$ cat config.mk
export PLATFORM = sky130hd
export DESIGN_NAME = mdio_engine
export DESIGN_NICKNAME = d
export VERILOG_FILES = /design/src/rtl/mdio_pkg.sv /design/src/rtl/mdio_ctrl.sv /design/src/rtl/mdio_datapath.sv /design/src/rtl/mdio_engine.sv
export SDC_FILE = /design/constraint.sdc
export NUM_CORES = 1
export LEC_CHECK = 0
export BUFFER_PORTS_ARGS = -buffer_cell sky130_fd_sc_hd__buf_2
export CORE_UTILIZATION = 35
export CTS_CLUSTER_DIAMETER = 50
export CTS_CLUSTER_SIZE = 8
export DETAILED_ROUTE_END_ITERATION = 16
export PLACE_DENSITY = 0.62
export SETUP_SLACK_MARGIN = 0.02
export SLEW_MARGIN = 20
export SYNTH_ARGS = -nofsm -noshare
export SYNTH_HDL_FRONTEND = slang
export SYNTH_SLANG_ARGS = --single-unit
$ cat constraint.sdc
create_clock -name clk -period 2.4 [get_ports clk]
set_clock_uncertainty 0.15 [all_clocks]
set_input_delay 0 -clock clk [delete_from_list [all_inputs] [get_ports clk]]
set_output_delay 0 -clock clk [all_outputs]
set_load 0.01 [all_outputs]
$ cat src/rtl/mdio_pkg.sv
package mdio_pkg;
  parameter int PRE_BITS   = 32;
  parameter int FRAME_BITS = 32;
  parameter int DATA_BITS  = 16;
  parameter int TA_POS     = 14;
  parameter int TOTAL_BITS = PRE_BITS + FRAME_BITS;
  parameter int CNT_W      = $clog2(TOTAL_BITS);
  parameter int HALF_W     = 6;

  typedef struct packed {
    logic             load;
    logic             present;
    logic             sample;
    logic             commit;
    logic [CNT_W-1:0] bitIdx;
  } ctrlStrb_t;
endpackage

$ cat src/rtl/mdio_ctrl.sv
module mdio_ctrl
  import mdio_pkg::*;
(
  input  logic       clk,
  input  logic       rst_n,
  input  logic       enable,
  input  logic       wrEn,
  input  logic [2:0] divSel,
  input  logic       isRead,
  output ctrlStrb_t  strb,
  output logic       idle,
  output logic       mdc
);
  localparam logic [CNT_W-1:0] LAST_IDX  = CNT_W'(TOTAL_BITS - 1);
  localparam logic [CNT_W-1:0] FIRST_RX  = CNT_W'(PRE_BITS + DATA_BITS);

  logic              busy;
  logic [HALF_W-1:0] halfReg;
  logic [HALF_W-1:0] divCnt;
  logic              mdcR;
  logic [CNT_W-1:0]  bitCnt;
  logic              tickEnd;
  logic              riseTick;
  logic              fallTick;
  logic              lastFall;

  function automatic logic [HALF_W-1:0] halfOf(input logic [2:0] sel);
    case (sel)
      3'd0:    halfOf = HALF_W'(4);
      3'd1:    halfOf = HALF_W'(8);
      3'd2:    halfOf = HALF_W'(16);
      3'd3:    halfOf = HALF_W'(24);
      3'd4:    halfOf = HALF_W'(32);
      default: halfOf = HALF_W'(48);
    endcase
  endfunction

  always_comb begin
    tickEnd  = busy && (divCnt == halfReg - HALF_W'(1));
    riseTick = tickEnd && !mdcR;
    fallTick = tickEnd && mdcR;
    lastFall = fallTick && (bitCnt == LAST_IDX);
    strb.load    = !busy && wrEn && enable;
    strb.present = fallTick && !lastFall;
    strb.sample  = riseTick && isRead && (bitCnt >= FIRST_RX);
    strb.commit  = lastFall;
    strb.bitIdx  = bitCnt + CNT_W'(1);
  end

  always_ff @(posedge clk or negedge rst_n) begin
    if (!rst_n) begin
      busy    <= 1'b0;
      halfReg <= HALF_W'(4);
      divCnt  <= '0;
      mdcR    <= 1'b0;
      bitCnt  <= '0;
    end else if (strb.load) begin
      busy    <= 1'b1;
      halfReg <= halfOf(divSel);
      divCnt  <= '0;
      mdcR    <= 1'b0;
      bitCnt  <= '0;
    end else if (busy) begin
      if (tickEnd) begin
        divCnt <= '0;
        mdcR   <= !mdcR;
        if (lastFall) busy <= 1'b0;
        else if (fallTick) bitCnt <= bitCnt + CNT_W'(1);
      end else begin
        divCnt <= divCnt + HALF_W'(1);
      end
    end
  end

  assign idle = !busy;
  assign mdc  = mdcR;
endmodule

$ cat src/rtl/mdio_datapath.sv
module mdio_datapath
  import mdio_pkg::*;
(
  input  logic        clk,
  input  logic        rst_n,
  input  ctrlStrb_t   strb,
  input  logic [31:0] wrWord,
  input  logic        mdioIn,
  output logic [31:0] mgmtWord,
  output logic        isRead,
  output logic        mdioOut,
  output logic        mdioOe
);
  logic [31:0]          wordR;
  logic [DATA_BITS-1:0] capR;
  logic                 outR;
  logic                 oeR;
  logic                 inPre;
  logic [CNT_W-1:0]     frameIdx;
  logic [4:0]           k;
  logic                 relOe;
  logic                 nextOut;

  always_comb begin
    isRead   = (wordR[29:28] == 2'b10);
    inPre    = (strb.bitIdx < CNT_W'(PRE_BITS));
    frameIdx = strb.bitIdx - CNT_W'(PRE_BITS);
    k        = frameIdx[4:0];
    relOe    = isRead && !inPre && (k >= 5'(TA_POS));
    nextOut  = (inPre || relOe) ? 1'b1 : wordR[5'd31 - k];
  end

  always_ff @(posedge clk or negedge rst_n) begin
    if (!rst_n) begin
      wordR <= '0;
      capR  <= '0;
      outR  <= 1'b1;
      oeR   <= 1'b0;
    end else begin
      if (strb.load) begin
        wordR <= wrWord;
        capR  <= '0;
        outR  <= 1'b1;
        oeR   <= 1'b1;
      end
      if (strb.present) begin
        outR <= nextOut;
        oeR  <= !relOe;
      end
      if (strb.sample) capR <= {capR[DATA_BITS-2:0], mdioIn};
      if (strb.commit) begin
        if (isRead) wordR[DATA_BITS-1:0] <= capR;
        outR <= 1'b1;
        oeR  <= 1'b0;
      end
    end
  end

  assign mgmtWord = wordR;
  assign mdioOut  = outR;
  assign mdioOe   = oeR;
endmodule

$ cat src/rtl/mdio_engine.sv
module mdio_engine
  import mdio_pkg::*;
(
  input  logic        clk,
  input  logic        rst_n,
  input  logic        enable,
  input  logic [2:0]  divSel,
  input  logic        wrEn,
  input  logic [31:0] wrWord,
  output logic [31:0] mgmtWord,
  output logic        idle,
  output logic        mdc,
  output logic        mdioOut,
  output logic        mdioOe,
  input  logic        mdioIn
);
  ctrlStrb_t strb;
  logic      isRead;

  mdio_ctrl u_ctrl (
    .clk(clk), .rst_n(rst_n), .enable(enable), .wrEn(wrEn),
    .divSel(divSel), .isRead(isRead), .strb(strb), .idle(idle), .mdc(mdc)
  );

  mdio_datapath u_dp (
    .clk(clk), .rst_n(rst_n), .strb(strb), .wrWord(wrWord), .mdioIn(mdioIn),
    .mgmtWord(mgmtWord), .isRead(isRead), .mdioOut(mdioOut), .mdioOe(mdioOe)
  );
endmodule

# --- Word level (Yosys, flattened, before mapping) ---
# Cells that the tools add are included.
word_totals:
  register_bits: 70
  inputBits: 40
  output_inout_bits: 36
  wordCells: 81
classes:
  add_sub_neg: 5
  order_cmp: 4
  n_eq_ne: 8
  mux: 29
  n_reduce_logical: 25
op_table:
  columns: ["cell", "count"]
  rows:
  - ["$mux W16", 5]
  - ["$mux W6", 8]
  - ["$pmux W6 S5", 1]
  - ["$mux W1", 14]
  - ["$add A6 B1 Y6 const B", 2]
  - ["$logic_and A1 B1 Y1", 11]
  - ["$reduce_bool A2 Y1", 4]
  - ["$eq A3 B2 Y1 const B", 2]
  - ["$eq A6 B6 Y1", 1]
  - ["$eq A6 B6 Y1 const B", 1]
  - ["$ge A6 B6 Y1 const B", 1]
  - ["$lt A5 B6 Y1 const B", 1]
  - ["$lt A6 B6 Y1 const B", 1]
  - ["$sub A6 B1 Y6 const B", 1]
  - ["$bmux W1 S5", 1]
  - ["$ge A5 B4 Y1 const B", 1]
  - ["$logic_not A1 Y1", 5]
  - ["$sub A5 B1 Y5 const B", 1]
  - ["$sub A5 B5 Y5 const A", 1]
  - ["$reduce_and A4 Y1", 1]
  - ["$eq A3 B1 Y1 const B", 1]
  - ["$eq A3 B3 Y1 const B", 1]
  - ["$logic_not A3 Y1", 1]
  - ["$reduce_bool A3 Y1", 1]
  - ["other kinds (4)", 4]

# --- Depth between registers and ports, before layout ---
logic_depth:
  depth_word: 9
  mapped_depth: 8
  ltp_nobuf: 7

# --- Cells and area by module ---
# Synthesis repeated with hierarchy kept, for this count alone.
unflattened:
  cells_unflattened: 319
  hier_area_um2: 3414.5
by_module_without_submodules:
  columns: ["module", "n_inst", "cells_each", "area_each_um2", "seq_area_each_um2"]
  rows:
  - ["mdio_datapath", 1, 217, 2392.3, 1252.5]
  - ["mdio_ctrl", 1, 102, 1022.2, 451.7]

# --- Least setup slack after synthesis ---
# Ideal clock, no wire load.
synth_path:
  kind: "reg-to-reg"
  from: "register u_ctrl.halfReg[2]"
  to: "register u_dp.wordR[10] (netlist: u_dp.mgmtWord[10])"
  t_arrival_ns: 2.274
  t_required_ns: 2.125
  path_slack_ns: -0.149
  stages_incl_launch_ff: 9
  path_buffers: 1
  synth_period_minus_slack_ns: 2.549
  cell_sequence: "dfstp_2 inv_1 ha_1 xor2_1 and4_1 nand4_4 nor3_4 buf_8 mux2_4"
synth_between:
  elab_chain_cells: 6
synth_rtl:
  columns: ["item", "line_no", "rtl"]
  rows:
  - ["from (decl)", "mdio_ctrl.sv:18", "logic [HALF_W-1:0] halfReg;"]
  - ["from (signal assigned)", "mdio_ctrl.sv:59", "halfReg <= halfOf(divSel);"]
  - ["$sub A6 B1 Y6", "mdio_ctrl.sv:39", "tickEnd = busy && (divCnt == halfReg - HALF_W'(1));"]
  - ["$eq A6 B6 Y1", "mdio_ctrl.sv:39", null]
  - ["$logic_and A1 B1 Y1", "mdio_ctrl.sv:39", null]
  - ["$logic_and A1 B1 Y1", "mdio_ctrl.sv:41", "fallTick = tickEnd && mdcR;"]
  - ["$logic_and A1 B1 Y1", "mdio_ctrl.sv:42", "lastFall = fallTick && (bitCnt == LAST_IDX);"]
  - ["$mux W16", "mdio_datapath.sv:51", "if (strb.commit) begin"]
  - ["to (signal assigned)", "mdio_datapath.sv:41", "wordR <= wrWord;"]
  - ["to (signal, indexed assignment)", "mdio_datapath.sv:52", "if (isRead) wordR[DATA_BITS-1:0] <= capR;"]
  - ["to (decl)", "mdio_datapath.sv:14", "logic [31:0] wordR;"]
# No other way between the ends.
# A chain may end at the register's enable or synchronous reset.

# --- Worst setup path in the final report ---
layout_path:
  from: "register u_ctrl.halfReg[2]"
  to: "register u_dp.wordR[3] (netlist: u_dp.mgmtWord[3])"
# The elaborated chain is that of the path after synthesis.

==> results.toml <==
[cells_and_area]
insertedDiodeCount = 0
syn2layout_area_growth_pct = 37.6
final_nets = 525
drive_above_1_share_pct = 30.0
mostFrequentLayoutCell = "sky130_fd_sc_hd__nand2_1"
final_design_area_no_fill_um2 = 4800
finalNonFillerCells = 619
mostFrequentLayoutCells = "144 x sky130_fd_sc_hd__nand2_1, 75 x sky130_fd_sc_hd__buf_2, 66 x sky130_fd_sc_hd__dfrtp_1"

[floorplanning]
ios = 76
design.die.area_um2 = 10400
die_x_um = 102
die_height_um = 102
floorplan.core_area_um2 = 9730
start_util_pct = 35.8
row_count = 36

[sta]
max_slew_margin_pct = 52.9
finalSetupViolCount = 0
final_max_slew_viol_count = 0
timing.hold.ws_ps = 67.8
hold_viol = 0
final.min_clock_period_ps = 2350
worstMarginPinSlew_ps = 707
rsz0062_at_grt = "yes"
min_period_over_period_pct = 97.9
achievable-frequency_mhz = 426

[synthesis]
post-synth-top-area-cell = "sky130_fd_sc_hd__dfrtp_1"
synth-edff-count = 0
synth_area_per_cell_um2 = 9.68
post_synth_top_flop = "sky130_fd_sc_hd__dfrtp_1"
synth_warnings = 0
yosysTopAreaCellShare_pct = 47.4
netlist-cell-type-count = 42
postSynthCellCount = 360
synth-async-reset-ratio_pct = 100
postSynthNetCount = 403
synth_seq_cells = 68
synth.yosys.seq_area_share_pct = 48.9
synth_area_um2 = 3480
synthTopCellsByArea = "sky130_fd_sc_hd__dfrtp_1 47%, sky130_fd_sc_hd__nand2_1 16%, sky130_fd_sc_hd__mux4_2 5.8%, sky130_fd_sc_hd__mux2_4 4.3%, sky130_fd_sc_hd__o21ai_0 3.9%"

[clock_network]
clock_latency_ps = 340
clock_tree_from_tritoncts = "yes"
tritoncts_num_sinks = 68
path_clk_slew_ps = 70
cts-htree-levels = 3
ctsLongestPathBuffers = 2
clock-root-buffer = "sky130_fd_sc_hd__clkbuf_8"
tritoncts.num_buffers = 9

[critical_path]
worst_setup_path_end_kind = "register"
setup.worst_path.start_class = "register"
slowest_stage = "sky130_fd_sc_hd__dfstp_2"
family_of_cells_with_the_greatest_summed_delay_on_the_critical_path = "flip-flops"
criticalPathCategory = "reg2reg"
worst_ep_required_time_ps = 2470
crit_path_cell_trace = "inv_2, ha_4, xor2_2, and4_4, nand4_4, nor3_4, buf_12, mux2_2"
path_max_fanout = 16
crit_arrival_ps = 2420
timing.critical_path.buf_inv = 2
slowest_delay_ps = 540

[routing]
num_vias = 2925
via_per_inst = 4.73
antenna_left = 0
wl_final_um = 8420
number_of_detailed_routing_iterations_run_before_antenna_repair = 4
drcViolationCount = 0
avgRoutedWirePerCell_um = 13.6
drt_iter0_drc = 120

[placed_design]
gp_routability_congestion = 0.792
place_area_um2 = 4100
portBuffers = 75
placed_cells_incl_taps = 560
hpwlAfterDp_um = 5760

[grt]
globalRouteTotalUtil_pct = 17.6
globalRouteOverflowTotal = 0
grt_first_pass_wirelength_um = 13900
via_count_of_the_first_global_routing_pass = 2852
grt_max_degree = 50
grt_antenna_before_repair = 0

[outcome]
run_status = "completed"

[power]
power_per_cell_area_nw_per_um2 = 480
static-leakage-power_nw = 2.38
ir_drop_uv = 258

[run]
drv_cap = 0

[worst_hold_path]
min-delay-path-class = "in2reg"
[state kept, by name, indices dropped and copies added, names as in the netlist]
register	flops
u_ctrl.bitCnt	6
u_ctrl.busy	1
u_ctrl.divCnt	6
u_ctrl.halfReg	4
u_ctrl.mdc	1
u_dp.capR	16
u_dp.mdioOe	1
u_dp.mdioOut	1
u_dp.mgmtWord	32
[area by class of cell]
cell class / instances / area (µm²)
clock buffers: 11 / 151
clock inverters: 4 / 72.6
fillers: 950 / 4930
inverters: 3 / 11.3
multi-input cells: 269 / 1740
flip-flops and latches: 68 / 1700
well taps: 133 / 166
repair buffers: 131 / 953
[synth_stat cells, types with 4 or more instances]
cell type                  instances
sky130_fd_sc_hd__xor2_1            9
sky130_fd_sc_hd__clkbuf_1         14
sky130_fd_sc_hd__mux2i_1           8
sky130_fd_sc_hd__mux2_2            6
sky130_fd_sc_hd__nand2_1         144
sky130_fd_sc_hd__mux2_4           10
sky130_fd_sc_hd__nor2_1            7
sky130_fd_sc_hd__dfrtp_1          66
sky130_fd_sc_hd__mux4_2            9
sky130_fd_sc_hd__xnor2_1           4
sky130_fd_sc_hd__o21ai_0          27
sky130_fd_sc_hd__nand3_1           8
[worst register-to-register path, delay by kind of cell, from the launching register on]
kind	cells	cell delay (ps)
flip-flops	1	540
buffers and inverters	2	250
multiplexers	1	350
adder cells (fa/ha/maj)	1	270
XOR/XNOR	1	150
AND/OR/NAND/NOR	3	530
[metrics by stage]
step	util [%]	power (mW)	setup WS, ps	TNS (ps)
6_report	49.3	2.30	51.4	0
3_5_place_dp	42.2	1.23	4.77	0
3_3_place_gp	42.2	1.23	-81.3	-81.3
5_1_grt	49.3	2.40	-22.6	-111
4_1_cts	48.8	2.33	6.00	0
2_1_floorplan	-	1.17	-57.4	-574
[final timing paths]
path / slack [ps] / cells after the start / from / to
worst min-delay path: 70 / 4 / enable / u_ctrl.busy
max in group asynchronous: 1300 / 3 / rst_n / u_ctrl.halfReg[2]
worst max register to register: 50 / 8 / u_ctrl.halfReg[2] / u_dp.mgmtWord[3]
worst max-delay path: 50 / 8 / u_ctrl.halfReg[2] / u_dp.mgmtWord[3]
worst min register to register: 360 / 2 / u_dp.mgmtWord[25] / u_dp.mgmtWord[25]
min in group asynchronous: 100 / 2 / rst_n / u_dp.mgmtWord[22]
[power by group]
group          switching [mW]  total (mW)  leakage [nW]  internal [mW]
sequential                  0        1.15         0.824           1.15
clock                   0.414        1.05         0.111          0.634
combinational          0.0420       0.109          1.44         0.0667
[timing repair]
item                                   in CTS  in global routing
setup buffers                               0                  1
hold buffers                               41                  2
pin swaps                                   0                  4
setup endpoints to repair                   7                 41
endpoints found under the hold margin      66                  6
gates resized for setup                     1                  5
[kinds of logic (layout without fill, tap and decap cells)]
logic type	count (synthesis)	in the layout	share of synthesized area, %
AO/OA/AOI/OAI	38	38	6.21
buffers and inverters	23	149	2.94
XOR/XNOR	14	14	3.73
AND/OR/NAND/NOR	181	181	22.8
multiplexers	33	33	14.4
flip-flops	68	68	48.9
adder cells (fa/ha/maj)	3	3	1.08
[metal layers]
metal	global-route usage (%)	wire length (µm)	vias up
li1	-	-	1446
met1	22.3	3750	1412
met2	29.8	4300	59
met3	4.83	286	8
met4	4.35	82	0
met5	0	0	-
Power figures use the tool's default switching activity.
